**src/rtl/conv_serial_pkg.sv**
```systemverilog
package conv_serial_pkg;

  // Bit positions of the host lines inside the synchronizer bundle
  localparam int IDX_CNV = 0;
  localparam int IDX_SCK = 1;
  localparam int IDX_SDI = 2;
  localparam int HOST_LINES = 3;

  // Select-line level that chooses three-wire chip-select operation
  localparam logic MODE_3W = 1'b1;

  typedef enum logic [1:0] {
    ST_IDLE  = 2'd0,  // acquisition, nothing to send
    ST_CONV  = 2'd1,  // conversion running, strobe ignored
    ST_READY = 2'd2,  // result held, waiting for strobe fall
    ST_SHIFT = 2'd3   // line driven, bits moving on serial clock
  } portStateT;

  // Strobes from control to datapath
  typedef struct packed {
    logic loadWord;  // capture converter result
    logic clrCount;  // start a read at the top bit
    logic shiftOne;  // advance to next lower bit
  } dpStrobeT;

endpackage

```
**src/rtl/conv_serial_sync.sv**
```systemverilog
module conv_serial_sync #(
  parameter int WIDTH  = 3,
  parameter int STAGES = 2
) (
  input  logic             clk,
  input  logic             rstN,
  input  logic [WIDTH-1:0] asyncIn,
  output logic [WIDTH-1:0] syncOut
);

  localparam int LAST = STAGES - 1;

  logic [WIDTH-1:0] chain [STAGES];

  always_ff @(posedge clk or negedge rstN) begin
    if (!rstN) chain[0] <= '0;
    else       chain[0] <= asyncIn;
  end

  generate
    for (genvar g = 1; g < STAGES; g++) begin : gStage
      always_ff @(posedge clk or negedge rstN) begin
        if (!rstN) chain[g] <= '0;
        else       chain[g] <= chain[g-1];
      end
    end
  endgenerate

  assign syncOut = chain[LAST];

endmodule

```
**src/rtl/conv_serial_ctrl.sv**
```systemverilog
module conv_serial_ctrl
  import conv_serial_pkg::*;
(
  input  logic     clk,
  input  logic     rstN,
  input  logic     cnvLvl,
  input  logic     sckLvl,
  input  logic     sdiLvl,
  input  logic     convDone,
  input  logic     lastBit,
  output dpStrobeT strobe,
  output logic     sdoEn,
  output logic     cnvRise,
  output logic     cnvFall,
  output logic     sckFall
);

  portStateT state, stateNxt;
  logic      modeReg, modeNxt;
  logic      enReg, enNxt;
  logic      cnvPrev, sckPrev;

  // Edge detection on synchronized levels
  always_ff @(posedge clk or negedge rstN) begin
    if (!rstN) begin
      cnvPrev <= 1'b0;
      sckPrev <= 1'b0;
    end else begin
      cnvPrev <= cnvLvl;
      sckPrev <= sckLvl;
    end
  end

  assign cnvRise = cnvLvl & ~cnvPrev;
  assign cnvFall = ~cnvLvl & cnvPrev;
  assign sckFall = ~sckLvl & sckPrev;

  always_comb begin
    stateNxt = state;
    modeNxt  = modeReg;
    enNxt    = enReg;
    strobe   = '0;

    unique case (state)
      ST_CONV: begin
        if (convDone) begin
          stateNxt        = ST_READY;
          strobe.loadWord = 1'b1;
        end
      end
      ST_READY: begin
        if (cnvFall) begin
          if (modeReg == MODE_3W) begin
            stateNxt        = ST_SHIFT;
            enNxt           = 1'b1;
            strobe.clrCount = 1'b1;
          end else begin
            stateNxt = ST_IDLE;
          end
        end
      end
      ST_SHIFT: begin
        if (sckFall) begin
          if (lastBit) begin
            stateNxt = ST_IDLE;
            enNxt    = 1'b0;
          end else begin
            strobe.shiftOne = 1'b1;
          end
        end
      end
      default: ;
    endcase

    // A new conversion overrides everything except a running one
    if (cnvRise && state != ST_CONV) begin
      stateNxt        = ST_CONV;
      modeNxt         = sdiLvl;
      enNxt           = 1'b0;
      strobe.shiftOne = 1'b0;
      strobe.clrCount = 1'b0;
    end
  end

  always_ff @(posedge clk or negedge rstN) begin
    if (!rstN) begin
      state   <= ST_IDLE;
      modeReg <= 1'b0;
      enReg   <= 1'b0;
    end else begin
      state   <= stateNxt;
      modeReg <= modeNxt;
      enReg   <= enNxt;
    end
  end

  assign sdoEn = enReg;

endmodule

```
**src/rtl/conv_serial_dpath.sv**
```systemverilog
module conv_serial_dpath
  import conv_serial_pkg::*;
#(
  parameter int DATA_W = 18
) (
  input  logic              clk,
  input  logic              rstN,
  input  dpStrobeT          strobe,
  input  logic [DATA_W-1:0] convResult,
  output logic              msbOut,
  output logic              lastBit
);

  localparam int CNT_W = $clog2(DATA_W);
  localparam logic [CNT_W-1:0] LAST_IDX = CNT_W'(DATA_W - 1);

  logic [DATA_W-1:0] shiftReg;
  logic [CNT_W-1:0]  bitCnt;

  always_ff @(posedge clk or negedge rstN) begin
    if (!rstN) begin
      shiftReg <= '0;
    end else if (strobe.loadWord) begin
      shiftReg <= convResult;
    end else if (strobe.shiftOne) begin
      shiftReg <= {shiftReg[DATA_W-2:0], 1'b0};
    end
  end

  always_ff @(posedge clk or negedge rstN) begin
    if (!rstN) begin
      bitCnt <= '0;
    end else if (strobe.clrCount) begin
      bitCnt <= '0;
    end else if (strobe.shiftOne) begin
      bitCnt <= bitCnt + 1'b1;
    end
  end

  assign msbOut  = shiftReg[DATA_W-1];
  assign lastBit = (bitCnt == LAST_IDX);

endmodule

```
**src/rtl/conv_serial_port.sv**
```systemverilog
module conv_serial_port
  import conv_serial_pkg::*;
#(
  parameter int DATA_W      = 18,
  parameter int SYNC_STAGES = 2
) (
  input  logic              clk,
  input  logic              rstN,
  input  logic              cnvIn,
  input  logic              sckIn,
  input  logic              sdiIn,
  input  logic              convDone,
  input  logic [DATA_W-1:0] convResult,
  output logic              sdoData,
  output logic              sdoEn
);

  logic [HOST_LINES-1:0] hostRaw, hostLvl;
  dpStrobeT strobe;
  logic     msbOut, lastBit;
  logic     cnvRise, cnvFall, sckFall;

  always_comb begin
    hostRaw          = '0;
    hostRaw[IDX_CNV] = cnvIn;
    hostRaw[IDX_SCK] = sckIn;
    hostRaw[IDX_SDI] = sdiIn;
  end

  conv_serial_sync #(
    .WIDTH  (HOST_LINES),
    .STAGES (SYNC_STAGES)
  ) uSync (
    .clk     (clk),
    .rstN    (rstN),
    .asyncIn (hostRaw),
    .syncOut (hostLvl)
  );

  conv_serial_ctrl uCtrl (
    .clk      (clk),
    .rstN     (rstN),
    .cnvLvl   (hostLvl[IDX_CNV]),
    .sckLvl   (hostLvl[IDX_SCK]),
    .sdiLvl   (hostLvl[IDX_SDI]),
    .convDone (convDone),
    .lastBit  (lastBit),
    .strobe   (strobe),
    .sdoEn    (sdoEn),
    .cnvRise  (cnvRise),
    .cnvFall  (cnvFall),
    .sckFall  (sckFall)
  );

  conv_serial_dpath #(
    .DATA_W (DATA_W)
  ) uDpath (
    .clk        (clk),
    .rstN       (rstN),
    .strobe     (strobe),
    .convResult (convResult),
    .msbOut     (msbOut),
    .lastBit    (lastBit)
  );

  assign sdoData = sdoEn & msbOut;

endmodule

```
**config.mk**
```make
export PLATFORM = sky130hd
export DESIGN_NAME = conv_serial_port
export DESIGN_NICKNAME = d
export VERILOG_FILES = /design/src/rtl/conv_serial_pkg.sv /design/src/rtl/conv_serial_sync.sv /design/src/rtl/conv_serial_ctrl.sv /design/src/rtl/conv_serial_dpath.sv /design/src/rtl/conv_serial_port.sv
export SDC_FILE = /design/constraint.sdc
export NUM_CORES = 1
export LEC_CHECK = 0
export BUFFER_PORTS_ARGS = -buffer_cell sky130_fd_sc_hd__buf_2
export CAP_MARGIN = 5
export CORE_MARGIN = 5
export CORE_UTILIZATION = 40
export CTS_BUF_LIST = sky130_fd_sc_hd__clkbuf_4 sky130_fd_sc_hd__clkbuf_8
export DETAILED_ROUTE_END_ITERATION = 10
export GPL_ROUTABILITY_DRIVEN = 1
export PLACE_DENSITY = 0.68
export SYNTH_ARGS = -nofsm -noshare
export SYNTH_HDL_FRONTEND = slang
export SYNTH_SLANG_ARGS = --single-unit
export TNS_END_PERCENT = 30
```
**constraint.sdc**
```tcl
create_clock -name clk -period 2.5 [get_ports clk]
set_clock_uncertainty 0.1 [all_clocks]
set_input_delay 0.125 -clock clk [delete_from_list [all_inputs] [get_ports clk]]
set_output_delay 0.125 -clock clk [all_outputs]
set_load 0.01 [all_outputs]
```
== After elaboration in Yosys (flattened, before gate mapping) ==
Cells that the tools add are included.
Word-level totals
  register bits: 35
  bits in latches: 0
  memory bits (writable): 0
  memory bits (read-only): 0
  input port bits: 24
  output and inout port bits: 2
  memories: 0
Cells by class
  add/subtract/negate cells: 1
  multipliers: 0
  div/mod/pow operators: 0
  $lt $le $gt $ge: 0
  eq/ne operators: 10
  shift operators: 0
  muxes and demuxes: 26
  bitwise gates (word level): 7
  reduce and logical (&&, ||, !) cells: 7
Operator list (number)
  $mux W18: 2
  $mux W2: 7
  $mux W1: 13
  $ne A3 B2 Y1 const B: 4
  $mux W5: 2
  $reduce_and A5 Y1: 2
  $pmux W2 S3: 1
  $add A5 B1 Y5 const B: 1
  $eq A5 B5 Y1 const B: 1
  $and A1 B1 Y1: 4
  $eq A2 B2 Y1 const B: 2
  $reduce_bool A2 Y1: 2
  $reduce_bool A4 Y1: 1
  $ne A3 B1 Y1 const B: 1
  $not A1 Y1: 3
  $reduce_bool A3 Y1: 1
  $eq A2 B1 Y1 const B: 1
  $ne A2 B1 Y1 const B: 1
  $pmux W1 S2: 1
  $logic_and A1 B1 Y1: 1

== Depth between registers and ports, before layout ==
Gate-level depths: netlist of the first run.
  depth in word-level cells: 7
  gate-level depth with buffers: 8
  depth with buffers taken out: 6

== By module ==
From an unflattened synthesis of the first run, not the netlist that was laid out.
Unflattened totals
  cell total of the unflattened synthesis: 148
  area total of the unflattened synthesis: 1636.6 µm²
By module, submodules not included
  conv_serial_dpath: times used 1, cells each 105, area each 1128.6 µm², seq. area each 575.6 µm²
  conv_serial_ctrl: times used 1, cells each 33, area each 329.1 µm², seq. area each 150.1 µm²
  conv_serial_sync: times used 1, cells each 9, area each 172.7 µm², seq. area each 150.1 µm²
  conv_serial_port: times used 1, cells each 1, area each 6.3 µm², seq. area each 0.0 µm²

== Worst setup path before layout of the first run ==
No wires, ideal clock.
  kind: register to register
  from: register uDpath.bitCnt[1]
  to: register uCtrl.state[0]
  setup time: 0.124 ns
  arrival: 1.331 ns
  path slack: 0.945 ns
  stages on the path, launching flop included: 7
  buffers on the path: 0
  path through: dfrtp_1 inv_1 ha_1 nand4bb_1 nor3b_1 a21boi_0 o31a_1
On the way
  word-level cells in the longest chain between the ends: 3
RTL lines
  start, declared: line conv_serial_dpath.sv:18  | logic [CNT_W-1:0] bitCnt;
  start signal, assigned: line conv_serial_dpath.sv:36  | bitCnt <= bitCnt + 1'b1;
  $eq A5 B5 Y1: line conv_serial_dpath.sv:41  | assign lastBit = (bitCnt == LAST_IDX);
  $ne A3 B2 Y1 (no source line)
  $reduce_and A5 Y1 (no source line)
  end signal, assigned: line conv_serial_ctrl.sv:91  | state <= stateNxt;
  end, declared: line conv_serial_ctrl.sv:18  | portStateT state, stateNxt;
Every way passes these cells.
A chain may end at the register's enable or synchronous reset.

== Worst setup path after layout of the first run ==
  from: register uDpath.bitCnt[0]
  to: register uDpath.shiftReg[7]
On the way
  word-level cells in the longest chain between the ends: 6
RTL lines
  $eq A5 B5 Y1: line conv_serial_dpath.sv:41
  $mux W1: line conv_serial_ctrl.sv:64  | if (lastBit) begin
  $mux W1: line conv_serial_ctrl.sv:63  | if (sckFall) begin
  $mux W1: line conv_serial_ctrl.sv:44  | unique case (state)
  $mux W2: line conv_serial_ctrl.sv:76  | if (cnvRise && state != ST_CONV) begin
  $reduce_bool A2 Y1 (no source line)
  end signal, assigned: line conv_serial_dpath.sv:24  | shiftReg <= convResult;
  end signal, assigned: line conv_serial_dpath.sv:26  | shiftReg <= {shiftReg[DATA_W-2:0], 1'b0};
  end, declared: line conv_serial_dpath.sv:17  | logic [DATA_W-1:0] shiftReg;
Every way passes these cells.

==> summary.txt, run 1 <==
Clk pwr share = 30.9%
post-route cell area = 0.001921 mm²
M1 WL = 1314 µm
die area = 0.005126 mm²
drt wl/cell = 12.20 µm
CTS tree = yes
DR WL met3 = 111 µm
Worst-Skew Late Latency = 290 ps
Core Util, Final = 52.46%
Fin Setup TNS = 0 ps
Comb power frac = 23.1%
num rows = 22
Critical Path Fanout Max = 18
Die Width = 71.60 µm
fillers = 332
f_max = 533.5 MHz
Synth top area share = 57.71%
sequential share of power = 46.0%
CTS clk-pin slew, worst paths = 70 ps
count of cell types in the netlist = 30
total number of vias = 1233
largest net degree at the start of global routing = 38
relative slew slack = 49.62%
clk sink count = 35
Synth Warn # = 0
Avg Inst Size Synth = 9.486 µm²
Worst Setup Start Kind = flop
htree depth = 2
CP endpoint kind = flop
gr usage total = 13.66%
Final HPWL DP = 1983 µm
IO Pins = 26
initial antenna violation count = 0
cell taking the most area after synthesis = dfrtp_1
Post-CTS Resized = 0
share of synthesized registers carrying an async set or reset = 100.0%
DR vias/cell = 5.012
Fin. Hold Viols = 0
first-pass GRT wire length = 5423 µm
Final Slew Violations = 0
Antenna Nets Post-Route = 0
worst slew pin tran = 755.7 ps
Antenna Cells = 0
switching pwr = 0.0005921 W
PortBufs = 25
Synth Flop Type = dfrtp_1
gpl congestion = 0.8086
number of synthesized flops with an enable pin = 0
Max Cap Viol = 0
pwr/cell area = 1025 mW/mm²
sequential area share after synthesis = 57.71%
drt total wl = 3002 µm
Non-Filler Instances = 246
WP data required = 2610 ps
clk buf depth = 2
maximum vdd ir drop = 567.4 µV
period utilization = 74.98%
Period minus WS final = 1874 ps
number of global-route vias before repair = 1232
dpl cell area = 0.001674 mm²
RSZ-0062 raised after global routing = no
count leader, synth = nand2_1
die height = 71.60 µm
DR DRC count = 0
main area contributors after synthesis = dfrtp_1, nand2_1, a31oi_1, nor2_1, mux2i_1
Int Power = 0.001376 W
core area = 0.003661 mm²
P&R area growth vs syn = 26.55%
Clock Tree Root = clkbuf_8
Syn Inst Count = 160
top cells by count, synth = nand2_1, dfrtp_1, nor2_1, a31oi_1, inv_1
run status = complete, no violations
DR WL met2 = 1478 µm
Starting Density = 41.46%
CP Class = reg2reg
uppermost layer routed = met4
Hold Path Class = in2reg
Synth Cell Area = 0.001518 mm²
synthesis-stage register bit count = 35
syn nets = 186
Final setup violation count = 0
Sw Ratio = 30.09%
First-pass DRT Iterations = 4
clock buffer count from CTS = 5
Worst EP arrival = 1980 ps
Nets = 223
layout cells sized above 1 = 18.18%
peak per-stage delay on the critical path = 590 ps
worst path cell trace = ha_1 > nand4bb_1 > and4_1 > nand2_1 > a31oi_1
Placed Cells = 227
Crit-path slowest cell = and4_1
grt ovf = 0
leakage power = 0.9081 nW
initial drt markers = 50
==> state kept, by name, indices dropped and copies added (netlist names) <==
name             cells
uCtrl.modeReg        1
uDpath.bitCnt        5
uCtrl.sckPrev        1
uSync.syncOut        3
uSync.chain          3
uCtrl.cnvPrev        1
uCtrl.state          2
uDpath.shiftReg     18
uCtrl.sdoEn          1
==> metal layers <==
metal | vias up | track usage (%)
li1 | 607 | -
met1 | 590 | 16.26
met2 | 27 | 21.94
met3 | 9 | 2.945
met4 | 0 | 9.395
met5 | - | 0
==> cell type report <==
cell class                      instances  area, µm²  share of cell area (%)
Sequential cell                        35      875.8                   45.60
Multi-Input combinational cell        112      579.3                   30.16
Timing Repair Buffer                   38      250.2                   13.03
Clock buffer                            5      68.82                   3.583
Clock inverter                          3      67.56                   3.518
Tap cell                               48      60.06                   3.127
Inverter                                5      18.77                  0.9772
==> power by group through the flow <==
stage / Clock (W) / Sequential [W] / Combinational, W
finish: 0.000609 / 0.000905 / 0.000454
detailed placement: 0 / 0.000910 / 0.000451
CTS: 0.000627 / 0.000904 / 0.000463
floorplan: 0 / 0.000877 / 0.000347
global placement: 0 / 0.000906 / 0.000429
global route: 0.000647 / 0.000940 / 0.000534
==> stage by stage <==
step,setup slack (ps),power (W),hold WS [ps]
6_report,625.6,0.001968,9.795
5_1_grt,430.9,0.002121,18.45
4_1_cts,594.0,0.001993,2.208
3_5_place_dp,623.6,0.001361,134.7
3_3_place_gp,681.4,0.001335,129.3
2_1_floorplan,945.3,0.001224,-270.6
==> cells by family (layout without fill, tap and decap cells) <==
family / after synthesis / after routing / share of synthesized area (%)
mux: 4 / 4 / 2.721
compound gates: 26 / 26 / 10.88
flops: 35 / 35 / 57.71
buf+inv: 13 / 51 / 4.122
fa+ha+maj: 2 / 2 / 1.649
simple gates: 80 / 80 / 22.92
==> cells in the final DEF, fill, tap and decap left out, drive strengths merged, types with 3 or more instances in the layout <==
cell | netlist | final
clkbuf | 4 | 5
o21ai | 3 | 3
nor2 | 19 | 19
nor3 | 3 | 3
nand2 | 43 | 43
a31oi | 17 | 17
buf | 4 | 27
mux2i | 3 | 3
dfrtp | 35 | 35
dlygate4sd3 | 0 | 11
inv | 5 | 5
nand3 | 4 | 4
==> critical path, delay by kind of cell (launching register included) <==
| family | cells | cell delay, ps |
|---|---|---|
| flip-flops | 1 | 420 |
| adder cells (fa/ha/maj) | 1 | 210 |
| AND/OR/NAND/NOR | 3 | 850 |
| AO/OA/AOI/OAI | 1 | 200 |
==> timing repair <==
item                                    4_1_cts  5_1_grt
setup buffers                                 0        0
hold buffers                                 11        0
endpoints found under the setup margin        0        0
hold endpoints to repair                     45        0
==> path summary, 6_finish.rpt <==
check                                             start                              to  slack [ps]  depth (start not counted)
max                        uDpath.bitCnt[0]$_DFFE_PN0P_  uDpath.shiftReg[7]$_DFFE_PN0P_         630                          5
min                                       convResult[6]  uDpath.shiftReg[6]$_DFFE_PN0P_          10                          3
max reg2reg                uDpath.bitCnt[0]$_DFFE_PN0P_  uDpath.shiftReg[7]$_DFFE_PN0P_         630                          5
min reg2reg                    uSync.chain[5]$_DFF_PN0_      uSync.syncOut[2]$_DFF_PN0_         250                          0
max in group asynchronous                          rstN  uDpath.shiftReg[0]$_DFFE_PN0P_        1480                          2
min in group asynchronous                          rstN        uSync.chain[4]$_DFF_PN0_         340                          2
No activity file was read; power rests on OpenSTA's default activity.
==> run 2, diff against run 1 <==
ABC_AREA = 1   (was not set)
PLACE_DENSITY = 0.7   (was 0.68)
clock period = 1.6 ns   (was 2.5 ns; I/O delays follow)
==> summary.txt, run 2 <==
run status = complete, no violations
largest net degree at the start of global routing = 20
maximum vdd ir drop = 704.9 µV
syn nets = 242
num rows = 23
worst reg2reg path endpoint = uDpath.shiftReg[2]$_DFFE_PN0P_
Syn Inst Count = 216
CP endpoint kind = flop
Clock Tree Root = clkbuf_8
IO Pins = 26
Starting Density = 41.91%
Crit-path slowest cell = dfrtp_1
number of synthesized flops with an enable pin = 0
count of cell types in the netlist = 20
worst slew pin tran = 408.8 ps
PortBufs = 25
DR DRC count = 0
initial antenna violation count = 0
number of global-route vias before repair = 1375
dpl cell area = 0.001904 mm²
Clk pwr share = 23.5%
Critical Path Fanout Max = 11
post-route cell area = 0.002248 mm²
Fin. Hold Viols = 0
Max Cap Viol = 0
Final setup violation count = 0
Synth top area share = 51.51%
sequential area share after synthesis = 51.51%
Synth Flop Type = dfrtp_1
crit path launch = uDpath.bitCnt[1]$_DFFE_PN0P_
Comb power frac = 32.0%
layout cells sized above 1 = 18.68%
peak per-stage delay on the critical path = 370 ps
max reg flops = 18
Synth Cell Area = 0.001700 mm²
synthesis-stage register bit count = 35
gpl congestion = 0.8120
WP data required = 1670 ps
P&R area growth vs syn = 32.23%
Levels on crit path = 9
CTS tree = yes
CP dominant cell by count = nand2_1
htree depth = 2
top cells by count, synth = nand2_1, dfrtp_1, nand3_1, inv_1, nor2_1
worst path cell trace = inv_1 > ha_1 > nand2_1 > inv_1 > nand2_1 > nand3_4 > buf_4 > nand3_1 > nand2_1
reg2reg setup slack = 110 ps
Int Power = 0.001986 W
CP Class = reg2reg
grt ovf = 0
cell taking the most area after synthesis = dfrtp_1
Antenna Cells = 0
DR vias/cell = 4.690
Sw Ratio = 33.94%
First-pass DRT Iterations = 4
Worst Setup Start Kind = flop
Top Registers = uDpath.shiftReg x18, uDpath.bitCnt x5
Period minus WS final = 1493 ps
Hold Crit Start = convResult[6]
most frequent cells in the layout = nand2_1, nand3_1, dfrtp_1, buf_2, dlygate4sd3_1
share of synthesized registers carrying an async set or reset = 100.0%
Avg Inst Size Synth = 7.872 µm²
Die Width = 75.20 µm
core area = 0.004058 mm²
gr usage total = 13.70%
main area contributors after synthesis = dfrtp_1, nand2_1, nand3_1, inv_1, nand3_4
WP buf/inv = 3
sequential share of power = 44.6%
die height = 75.20 µm
Nets = 298
pwr/cell area = 1337 mW/mm²
worst setup path endpoint = uDpath.shiftReg[2]$_DFFE_PN0P_
leakage power = 1.256 nW
die area = 0.005655 mm²
Biggest register = uDpath.shiftReg
Final HPWL DP = 2356 µm
initial drt markers = 75
clock buffer count from CTS = 5
drt total wl = 3487 µm
Worst EP arrival = 1560 ps
clk buf depth = 2
Antenna Nets Post-Route = 0
first-pass GRT wire length = 5982 µm
period utilization = 93.31%
drt wl/cell = 10.80 µm
RR Startpoint = uDpath.bitCnt[1]$_DFFE_PN0P_
switching pwr = 0.001020 W
Core Util, Final = 55.41%
Hold Path Class = in2reg
clk sink count = 35
CTS clk-pin slew, worst paths = 70 ps
Synth Warn # = 0
commonest non-fill, non-tap cell in the layout = nand2_1
total number of vias = 1515
relative slew slack = 72.75%
Final Slew Violations = 0
f_max = 669.8 MHz
count leader, synth = nand2_1
Worst-Skew Late Latency = 280 ps
family with the most delay on the worst path = simple AND/OR/NAND/NOR gates
worst r2r path cells = 9
[run 2: cell types whose count changed in the layout (fill, tap and decap cells not counted), moves of 3 or more]
cell,before,now
nor3_1,3,0
dlygate4sd3_1,11,21
a31oi_1,17,0
nand3_1,4,35
nor2_1,19,4
inv_1,5,11
nand2_1,43,107
mux2i_1,3,0
buf_4,2,9
[run 2: worst min-delay path by stage]
stage	end	slack [ps]	cells past startpoint
after floorplan	uCtrl.cnvPrev$_DFF_PN0_	-320	0
after global routing	uDpath.shiftReg[6]$_DFFE_PN0P_	80	5
after global placement	uSync.syncOut[0]$_DFF_PN0_	-70	1
after detailed placement	uSync.syncOut[0]$_DFF_PN0_	-60	1
after CTS	uDpath.shiftReg[6]$_DFFE_PN0P_	7	5
final	uDpath.shiftReg[6]$_DFFE_PN0P_	7	5
[run 2: worst min-delay path, cell delays in order]
cell and delay [ps]:
buf_2 70, nand2_1 40, nand2_1 50, nand2_1 50
nand2_1 60
[run 2: metal layers]
metal / track usage [%] / share of wire [%]
met1: 18.50 / 48
met2: 21.47 / 46
met3: 4.005 / 4.6
met4: 4.078 / 1.0
met5: 0 / 0
[run 2: metrics by stage]
stage               hold WS (ps)  TNS, ps  instances  power [W]  setup WS, ps
floorplan                 -315.6        0        216   0.002014         197.7
global placement          -65.54        0        290   0.002228         128.2
detailed placement        -61.53        0        290   0.002254         94.44
CTS                        6.611        0        319   0.003014         79.81
global route               82.73   -1.776        323   0.003262        -1.776
finish                     6.586        0        323   0.003006         107.0
[run 2: layout make-up]
class	count	area, µm²
inverters	13	48.80
fillers	365	1809
well taps	50	62.56
repair buffers	56	422.9
multi-input cells	161	734.5
clock buffers	8	103.9
flip-flops and latches	35	875.8
[run 2: kinds of logic after synthesis]
family          share of synthesized area, %
simple gates                           38.63
flops                                  51.51
buf+inv                                5.298
compound gates                        0.8827
xor+xnor                               1.546
fa+ha+maj                              1.471
mux                                   0.6622
[run 2: timing repair]
action                                  CTS  global route
endpoints found under the setup margin    0            16
hold buffers                             21             0
setup buffers                             0             4
gates resized for setup                   0             0
endpoints found under the hold margin    55             0
[run 2: power by group through the flow]
stage | Clock (W) | Sequential, W | Combinational [W]
floorplan | 0 | 0.00131 | 0.000703
global placement | 0 | 0.00134 | 0.000886
detailed placement | 0 | 0.00135 | 0.000901
CTS | 0.000731 | 0.00134 | 0.000942
global route | 0.000763 | 0.00138 | 0.00112
finish | 0.000705 | 0.00134 | 0.000961
